`src/rtl/tpp_pkg.sv`:
```
`timescale 1ns/1ps
package tpp_pkg;
  localparam int unsigned REG_W  = 8;
  localparam int unsigned LO_N   = 4;
  localparam int unsigned MID_N  = 2;
  localparam int unsigned HI_N   = 2;
  localparam int unsigned PWM_N  = 3;
  localparam int unsigned GRP_A  = LO_N + MID_N;
  localparam int unsigned PINS_N = GRP_A + HI_N;
  localparam logic [2:0]  SEL_PULSE = 3'b001;

  typedef struct packed {
    logic       arm_a;     // bit 7: cut clears latches 0..5
    logic       arm_b;     // bit 6: cut clears latches 6..7
    logic [1:0] pwm_sel;   // bits 5:4
    logic       mid_src;   // bit 3
    logic [2:0] wsel;      // bits 2:0
  } mode_t;

  typedef struct packed {
    logic [1:0]      trg_sel;
    logic [MID_N-1:0] mid_a;
    logic [LO_N-1:0]  low;
  } stage0_t;

  typedef struct packed {
    logic [HI_N-1:0]  high;
    logic [MID_N-1:0] mid_b;
    logic             pol;
    logic [PWM_N-1:0] pwm_en;
  } stage1_t;

  function automatic logic trig_hit(input logic [1:0] sel, input logic t0, input logic tx);
    case (sel)
      2'b00:   return t0;
      2'b01:   return tx;
      2'b10:   return t0 | tx;
      default: return 1'b0;
    endcase
  endfunction

  function automatic logic pwm_pick(input logic [1:0] sel, input int unsigned idx,
                                    input logic [PWM_N-1:0] lvl);
    if (sel == 2'b00) return lvl[idx];
    return lvl[sel - 2'd1];
  endfunction

  function automatic logic shape_bit(input logic lat, input logic en,
                                     input logic pwm, input logic pol);
    return pol ^ (lat & (~en | pwm));
  endfunction
endpackage

```
`src/rtl/tpp_regs.sv`:
```
`timescale 1ns/1ps
module tpp_regs
  import tpp_pkg::*;
(
  input  logic             clk,
  input  logic             rst_n,
  input  logic             wr_en,
  input  logic [1:0]       wr_addr,
  input  logic [REG_W-1:0] wr_data,
  output mode_t            mode_q,
  output stage0_t          st0_q,
  output stage1_t          st1_q,
  output mode_t            mode_n,
  output stage0_t          st0_n,
  output stage1_t          st1_n
);
  logic hit_mode, hit_st0, hit_st1;

  assign hit_mode = wr_en && (wr_addr == 2'd0);
  assign hit_st0  = wr_en && (wr_addr == 2'd1);
  assign hit_st1  = wr_en && (wr_addr == 2'd2);

  assign mode_n = hit_mode ? mode_t'(wr_data)   : mode_q;
  assign st0_n  = hit_st0  ? stage0_t'(wr_data) : st0_q;
  assign st1_n  = hit_st1  ? stage1_t'(wr_data) : st1_q;

  always_ff @(posedge clk or negedge rst_n) begin
    if (!rst_n) begin
      mode_q <= '0;
      st0_q  <= '0;
      st1_q  <= '0;
    end else begin
      mode_q <= mode_n;
      st0_q  <= st0_n;
      st1_q  <= st1_n;
    end
  end

  // a write to the unused address leaves every register unchanged
  p_spare_addr_r11: assert property (@(posedge clk) disable iff (!rst_n)
    (wr_en && wr_addr == 2'd3) |=> ($stable(mode_q) && $stable(st0_q) && $stable(st1_q)));
endmodule

```
`src/rtl/tpp_latch.sv`:
```
`timescale 1ns/1ps
module tpp_latch
  import tpp_pkg::*;
(
  input  logic              clk,
  input  logic              rst_n,
  input  logic              cut_in,
  input  mode_t             mode_q,
  input  mode_t             mode_n,
  input  stage0_t           st0_n,
  input  stage1_t           st1_n,
  input  logic              tmr0_evt,
  input  logic              ext_evt,
  input  logic              tmr3_evt,
  output logic [PINS_N-1:0] lat
);
  logic              port_on;
  logic              fire_a, fire_b;
  logic              clr_a, clr_b;
  logic [MID_N-1:0]  mid_next;
  logic [GRP_A-1:0]  lat_a;
  logic [HI_N-1:0]   lat_b;

  assign port_on  = (mode_n.wsel == SEL_PULSE);
  assign fire_a   = port_on && trig_hit(st0_n.trg_sel, tmr0_evt, ext_evt);
  assign fire_b   = port_on && tmr3_evt;
  assign mid_next = mode_n.mid_src ? st1_n.mid_b : st0_n.mid_a;
  assign clr_a    = !rst_n || (cut_in && mode_q.arm_a);
  assign clr_b    = !rst_n || (cut_in && mode_q.arm_b);

  always_ff @(posedge clk or posedge clr_a) begin
    if (clr_a)       lat_a <= '0;
    else if (fire_a) lat_a <= {mid_next, st0_n.low};
  end

  always_ff @(posedge clk or posedge clr_b) begin
    if (clr_b)       lat_b <= '0;
    else if (fire_b) lat_b <= st1_n.high;
  end

  assign lat = {lat_b, lat_a};

  p_low_load_r2: assert property (@(posedge clk) disable iff (!rst_n || cut_in)
    fire_a |=> lat[LO_N-1:0] == $past(st0_n.low));
  p_hold_a_r3: assert property (@(posedge clk) disable iff (!rst_n || cut_in)
    !fire_a |=> $stable(lat[GRP_A-1:0]));
  p_mid_src_r4: assert property (@(posedge clk) disable iff (!rst_n || cut_in)
    (fire_a && mode_n.mid_src) |=> lat[GRP_A-1:LO_N] == $past(st1_n.mid_b));
  p_hold_b_r5: assert property (@(posedge clk) disable iff (!rst_n || cut_in)
    !tmr3_evt |=> $stable(lat[PINS_N-1:GRP_A]));
  p_cut_a_r9: assert property (@(posedge clk) disable iff (!rst_n)
    (cut_in && mode_q.arm_a) |-> lat[GRP_A-1:0] == '0);
  p_cut_b_r9: assert property (@(posedge clk) disable iff (!rst_n)
    (cut_in && mode_q.arm_b) |-> lat[PINS_N-1:GRP_A] == '0);
  p_off_noload_r1: assert property (@(posedge clk) disable iff (!rst_n || cut_in)
    (mode_n.wsel != SEL_PULSE) |=> $stable(lat));
endmodule

```
`src/rtl/tpp_shape.sv`:
```
`timescale 1ns/1ps
module tpp_shape
  import tpp_pkg::*;
(
  input  logic              clk,
  input  logic              rst_n,
  input  logic [PINS_N-1:0] lat,
  input  mode_t             mode_q,
  input  stage1_t           st1_q,
  input  logic [PWM_N-1:0]  pwm_lvl,
  output logic [PINS_N-1:0] pins
);
  logic              active;
  logic [PINS_N-1:0] shaped;
  logic [PWM_N-1:0]  gate_lvl;

  assign active = (mode_q.wsel == SEL_PULSE);

  for (genvar k = 0; k < PINS_N; k++) begin : g_pin
    if (k < PWM_N) begin : g_gated
      assign gate_lvl[k] = pwm_pick(mode_q.pwm_sel, k, pwm_lvl);
      assign shaped[k]   = shape_bit(lat[k], st1_q.pwm_en[k], gate_lvl[k], st1_q.pol);
    end else begin : g_plain
      assign shaped[k]   = shape_bit(lat[k], 1'b0, 1'b1, st1_q.pol);
    end
  end

  assign pins = active ? shaped : '0;

  // an enabled gate with its PWM level low forces the pin to the polarity level
  p_gate_low_r6: assert property (@(posedge clk) disable iff (!rst_n)
    (active && st1_q.pwm_en[0] && !gate_lvl[0]) |-> pins[0] == st1_q.pol);
  // ungated pins follow latch XOR polarity
  p_pol_r8: assert property (@(posedge clk) disable iff (!rst_n)
    active |-> pins[PINS_N-1:PWM_N] == (lat[PINS_N-1:PWM_N] ^ {(PINS_N-PWM_N){st1_q.pol}}));
endmodule

```
`src/rtl/trig_pulse_port.sv`:
```
`timescale 1ns/1ps
module trig_pulse_port
  import tpp_pkg::*;
(
  input  logic                  clk,
  input  logic                  rst_n,
  input  logic                  wr_en,
  input  logic [1:0]            wr_addr,
  input  logic [REG_W-1:0]      wr_data,
  input  logic                  tmr0_evt,
  input  logic                  ext_evt,
  input  logic                  tmr3_evt,
  input  logic [PWM_N-1:0]      pwm_lvl,
  input  logic                  cut_in,
  output logic [PINS_N-1:0]     pins_out
);
  mode_t             mode_q, mode_n;
  stage0_t           st0_q, st0_n;
  stage1_t           st1_q, st1_n;
  logic [PINS_N-1:0] lat;

  tpp_regs u_regs (
    .clk(clk), .rst_n(rst_n), .wr_en(wr_en), .wr_addr(wr_addr), .wr_data(wr_data),
    .mode_q(mode_q), .st0_q(st0_q), .st1_q(st1_q),
    .mode_n(mode_n), .st0_n(st0_n), .st1_n(st1_n)
  );

  tpp_latch u_latch (
    .clk(clk), .rst_n(rst_n), .cut_in(cut_in),
    .mode_q(mode_q), .mode_n(mode_n), .st0_n(st0_n), .st1_n(st1_n),
    .tmr0_evt(tmr0_evt), .ext_evt(ext_evt), .tmr3_evt(tmr3_evt),
    .lat(lat)
  );

  tpp_shape u_shape (
    .clk(clk), .rst_n(rst_n), .lat(lat), .mode_q(mode_q), .st1_q(st1_q),
    .pwm_lvl(pwm_lvl), .pins(pins_out)
  );

  p_off_quiet_r1: assert property (@(posedge clk) disable iff (!rst_n)
    (mode_q.wsel != SEL_PULSE) |-> pins_out == '0);
endmodule

```
`config.mk`:
```
export PLATFORM = sky130hd
export DESIGN_NAME = trig_pulse_port
export DESIGN_NICKNAME = d
export VERILOG_FILES = /design/src/rtl/tpp_pkg.sv /design/src/rtl/tpp_regs.sv /design/src/rtl/tpp_latch.sv /design/src/rtl/tpp_shape.sv /design/src/rtl/trig_pulse_port.sv
export SDC_FILE = /design/constraint.sdc
export NUM_CORES = 1
export LEC_CHECK = 0
export ABC_AREA = 1
export BUFFER_PORTS_ARGS = -buffer_cell sky130_fd_sc_hd__buf_4
export CAP_MARGIN = 40
export CELL_PAD_IN_SITES_DETAIL_PLACEMENT = 0
export CELL_PAD_IN_SITES_GLOBAL_PLACEMENT = 1
export CORE_MARGIN = 2
export CORE_UTILIZATION = 44
export CTS_CLUSTER_DIAMETER = 30
export CTS_CLUSTER_SIZE = 24
export DETAILED_ROUTE_END_ITERATION = 10
export GPL_TIMING_DRIVEN = 0
export PLACE_DENSITY = 0.86
export SYNTH_ARGS = -nofsm -noshare
export SYNTH_HDL_FRONTEND = slang
export SYNTH_HIERARCHICAL = 1
export SYNTH_SLANG_ARGS = --single-unit
```
`constraint.sdc`:
```
create_clock -name clk -period 3.2 [get_ports clk]
set_input_delay 0.16 -clock clk [delete_from_list [all_inputs] [get_ports clk]]
set_output_delay 0.16 -clock clk [all_outputs]
set_load 0.1 [all_outputs]
```
---- Yosys cells after proc, flatten, opt, wreduce, memory -nomap -nowiden ----
Index checks and enable logic that the tools add are counted.
word-level totals
  flip-flop bits (word level) ............. 32
  output and inout bits ................... 8
  input port bits ......................... 20
cells by class
  bitwise logic cells ..................... 18
  order comparisons ....................... 1
  eq/ne operators ......................... 6
  add/subtract/negate cells ............... 1
  muxes and demuxes ....................... 15
  reductions and logical operators ........ 13
operator list
  cell                                                         number
  2-to-1 mux 8 bit                                             3
  2-to-1 mux 1 bit                                             8
  XOR 1 bit                                                    8
  logical AND 1 bit                                            7
  == test 3 x 1 -> 1 bit (second input constant)               2
  zero test 2 bit                                              3
  == test 2 x 1 -> 1 bit (second input constant)               2
  == test 2 bit (second input constant)                        2
  2-to-1 mux 4 bit                                             1
  OR 1 bit                                                     4
  AND 1 bit                                                    3
  less-than comparator 2 x 3 -> 1 bit (second input constant)  1
  NOT 1 bit                                                    3
  one-hot mux 1 bit (3 select lines)                           1
  binary-select mux 1 bit (select 2 bit)                       1
  logical OR 1 bit                                             2
  2-to-1 mux 2 bit                                             1
  subtractor 2 x 1 -> 2 bit (second input constant)            1
  zero test 1 bit                                              1

---- Longest topological paths before layout ----
  depth in word-level cells ............... 8
  mapped depth ............................ 12

---- Cells and area by module ----
The synthesis kept the hierarchy.
modules (own cells, without submodules)
  module     instances  area each (um2)  cells each  seq. area each (um2)
  tpp_regs   1          1047.3           107         600.6
  tpp_latch  1          429.2            53          200.2
  tpp_shape  1          240.2            47          0.0

---- Worst setup path before layout ----
Ideal clock, no wire load.
  path type ............................... reg2out
  from .................................... reg u_regs/mode_q[4] (netlist name)
  to ...................................... out pins_out[0]
  cell stages (with the launch flop) ...... 12
  path slack .............................. 640 ps
  arrival time ............................ 2400 ps
  required time ........................... 3040 ps
  buffers on the path ..................... 0
  cell sequence ........................... dfrtp_1 inv_1 ha_1 inv_1 nand2_1 nand3_1 nand2_1 nand2_2 nand2_1 nand3_1 nand2_1 nor2_1
between the ends
  word-level cells in the longest chain between the ends .. 8
RTL lines
  element                                 line                   RTL
  subtractor 2 x 1 -> 2 bit               tpp_pkg.sv:45          return lvl[sel - 2'd1];
  binary-select mux 1 bit (select 2 bit)  tpp_pkg.sv:45
  2-to-1 mux 1 bit (not written as such)  tpp_pkg.sv:45
  2-to-1 mux 1 bit (*)                    tpp_pkg.sv:45
  OR 1 bit (*)                            tpp_pkg.sv:50          return pol ^ (lat & (~en | pwm));
  AND 1 bit (*)                           tpp_pkg.sv:50
  XOR 1 bit (*)                           tpp_pkg.sv:50
  2-to-1 mux 8 bit (*)                    tpp_shape.sv:28        assign pins = active ? shaped : '0;
  end: declaration                        trig_pulse_port.sv:15  output logic [PINS_N-1:0] pins_out
Every way passes the cells marked *; elsewhere a longest branch is shown, timed or not. The select of a mux whose other input is x is not followed.

---- Final worst setup path ----
  from .................................... reg u_regs/mode_q[4] (netlist name)
  to ...................................... out pins_out[0]
between the ends
  word-level cells in the longest chain between the ends .. 8
RTL lines
  element                                 line
  subtractor 2 x 1 -> 2 bit               tpp_pkg.sv:45
  binary-select mux 1 bit (select 2 bit)  tpp_pkg.sv:45
  2-to-1 mux 1 bit (not written as such)  tpp_pkg.sv:45
  2-to-1 mux 1 bit (*)                    tpp_pkg.sv:45
  OR 1 bit (*)                            tpp_pkg.sv:50
  AND 1 bit (*)                           tpp_pkg.sv:50
  XOR 1 bit (*)                           tpp_pkg.sv:50
  2-to-1 mux 8 bit (*)                    tpp_shape.sv:28
Marks and branches as above.

==> summary.txt <==
Detailed routing
  – Vias: 1438
  – Post-route ant nets: 0
  – Aggregate routed wire length: 3.64 mm
  – DRC errors left: 0
  – Wire per inst: 12.5 µm
  – Initial DRT Pass Iterations: 4
  – Vias/cell: 4.96
  – Initial DRC count: 50

Die
  – Floorplan row count: 22
  – Die Width: 66.5 µm
  – Initial cell density of the core: 46.2%
  – Io pins: 28
  – CORE AREA: 3720 µm²
  – Die ar.: 4420 µm²
  – DIE HEIGHT: 66.5 µm

Power and ir drop
  – Peak VDD IR: 254 µV
  – Internal power: 0.788 mW
  – Comb pwr share: 34.5%
  – Sw Share: 37.9%
  – Clock share of power: 22.5%
  – Pwr dens: 612 nW/µm²
  – Sequential share of power: 43.0%
  – P_leak: 1.09 nW
  – Net Sw Power: 0.480 mW

Yosys
  – Largest family of logic cells by synthesized area: simple AND/OR/NAND/NOR gates
  – Ys Warns: 6
  – Sequential share of the synthesized area: 46.6%
  – Post-synth EDFFs: 0
  – Synth Area in Adders: 0.729%
  – Mapped Nets: 228
  – Mapped Avg Cell Area: 8.29 µm²
  – Post-synthesis cell count: 207
  – Distinct cells, synth: 24
  – Register bit total from synthesis: 32
  – Post-synth top cells: nand2_1 (76), dfrtp_1 (32), nand3_1 (19)
  – Synth Area in Simple Gates: 38.2%
  – Ys flop type: dfrtp_1
  – Synth Area in Compound Gates: 4.15%
  – Synth async-reset ratio: 100%
  – Mapped cell area: 1720 µm²
  – Post-Synth XOR/XNOR Area: 2.55%
  – Yosys top cell by area: dfrtp_1
  – Post-synth top area share: 46.6%
  – Synth top area cells: dfrtp_1 (47%), nand2_1 (17%), nand4_1 (6.2%)
  – Multiplexer share of the synthesized area: 0%
  – Count leader, synth: nand2_1

Worst setup path
  – Setup CP Type: reg2out
  – Arr. time, crit path: 1960 ps
  – CP endpoint kind: output pin
  – Startpoint types: register
  – Register-to-Register Path Depth: 8
  – Max Fanout on Critical Path: 3
  – CP required: 3040 ps

Timing
  – Period utilization: 66.3%
  – Worst Tran Pin Value: 581 ps
  – Final setup viols: 0
  – RSZ-0062 raised after global routing: no
  – Max-Slew Margin vs Limit: 61.2%
  – Clock skew: 3.90 ps
  – Crit path time final: 2120 ps
  – Final slew viol count: 0
  – Fmax: 0.471 GHz
  – Final Hold Viols: 0
  – Setup Total Neg Slack: 0 ps

Placed design
  – Dpl cells: 281
  – Port bufs: 26
  – Placed inst area: 1970 µm²
  – HPWL Detailed: 2.80 mm
  – RePlAce Congestion: 0.781

Finish
  – Fin cells: 290
  – Diode count: 0
  – Share of cells above drive strength 1: 21.9%
  – P&R area growth vs syn: 20.6%
  – # nets final: 263
  – Final Instance Area: 2070 µm²

Global route
  – Gr busiest metal: met2
  – GR Util All Layers: 18.6%
  – Pin count of the biggest net entering global routing: 26
  – Met1 routing resource usage after global routing: 25.6%
  – Grt met3 use: 5.07%
  – Initial antenna violation count: 0
  – GR met2 Demand/Resource: 28.9%
  – Global route total overflow: 0
  – Vias in the first global route: 1310
  – First-pass GRT wire length: 5.98 mm

Clocking
  – Bufs on Longest Clock Path: 2
  – Hold buffer count at cts: 2
  – CTS root buf: clkbuf_8
  – Post_cts resized: 0
  – Clk Latency, worst-skew pair: 280 ps
  – H-tree depth: 2
  – Clock slew at reported path FFs: 60 ps
  – CTS tree: done
  – CTS buffer count: 5
  – Setup bufs post-CTS: 0
  – Clk sinks: 32

Flow run
  – Max-cap violations: 0

Run status
  – Status: finished clean

Worst hold path
  – Hold depth: 3
  – HP Class: in2reg
## final timing paths
path / startpoint / end / slack, ps
max: u_regs/mode_q[4] / pins_out[0] / 1080
min: wr_data[5] / u_regs/mode_q[5] / 140
max reg2reg: u_regs/mode_q[2] / u_latch/lat_a[5] / 2010
min reg2reg: u_regs/mode_q[6] / u_latch/lat_b[0] / 250
max in group asynchronous: rst_n / u_latch/lat_a[1] / 1990
min in group asynchronous: u_regs/mode_q[6] / u_latch/lat_b[0] / 250
## power groups by stage
stage	sequential (mW)	combinational, mW	clock [mW]
after floorplan	0.540	0.344	0
after global placement	0.551	0.430	0
after detailed placement	0.553	0.438	0
after CTS	0.546	0.441	0.294
after global routing	0.556	0.485	0.314
final	0.545	0.437	0.285
## stage by stage
step / util [%] / setup slack [ps] / hold WS [ps] / power, mW
global route: 55.7 / 916 / 167 / 1.35
CTS: 55.7 / 1060 / 139 / 1.28
floorplan: - / 640 / -136 / 0.884
detailed placement: 53.1 / 1370 / 84.7 / 0.991
global placement: 53.1 / 1400 / 82.0 / 0.981
finish: 55.7 / 1080 / 142 / 1.27
## per-layer routing
layer	wire length [µm]	part of all wire, %
met3	228	6.3
met5	0	0
met4	19	0.52
met1	1760	48
met2	1630	45
## cells by family after synthesis
group,after synthesis
AOI/OAI and AO/OA,12
DFF,32
buffers and inverters,26
xor gates and xnor gates,5
adders and majority gates,1
and+or+nand+nor,131
## worst max-delay path: stages (launching register included)
cell     delay (ps)
dfrtp_1         370
inv_1            70
ha_1            330
inv_1            60
nand2_1          50
nand3_1          60
nand2_1          70
nand2_2          80
nand2_1          90
nand3_1          80
nand2_1          50
nor2_1           90
buf_4           290
## area by class of cell
type | instances | area, µm²
Fill cell | 386 | 1650
Clock buffer | 6 | 72.6
Inverter | 20 | 75.1
Timing Repair Buffer | 28 | 215
Tap cell | 48 | 60.1
Sequential cell | 32 | 801
Multi-Input combinational cell | 149 | 783
Buffer | 6 | 57.6
Clock inverter | 1 | 5.00
## sequential cells by signal, indices dropped and copies added, names as in the netlist
name           flops
u_latch/lat_a      6
u_latch/lat_b      2
u_regs/mode_q      8
u_regs/st0_q       8
u_regs/st1_q       8
## layout by cell type, fill, tap and decap left out, drive strengths merged, types with 4 or more instances in the layout
master / count
xnor2: 5
inv: 19
nand2: 81
a21oi: 4
clkbuf: 6
nand4: 17
nand3: 22
nor2: 10
dfrtp: 32
buf: 32
o21ai: 5
(Power assumes the default switching activity.)
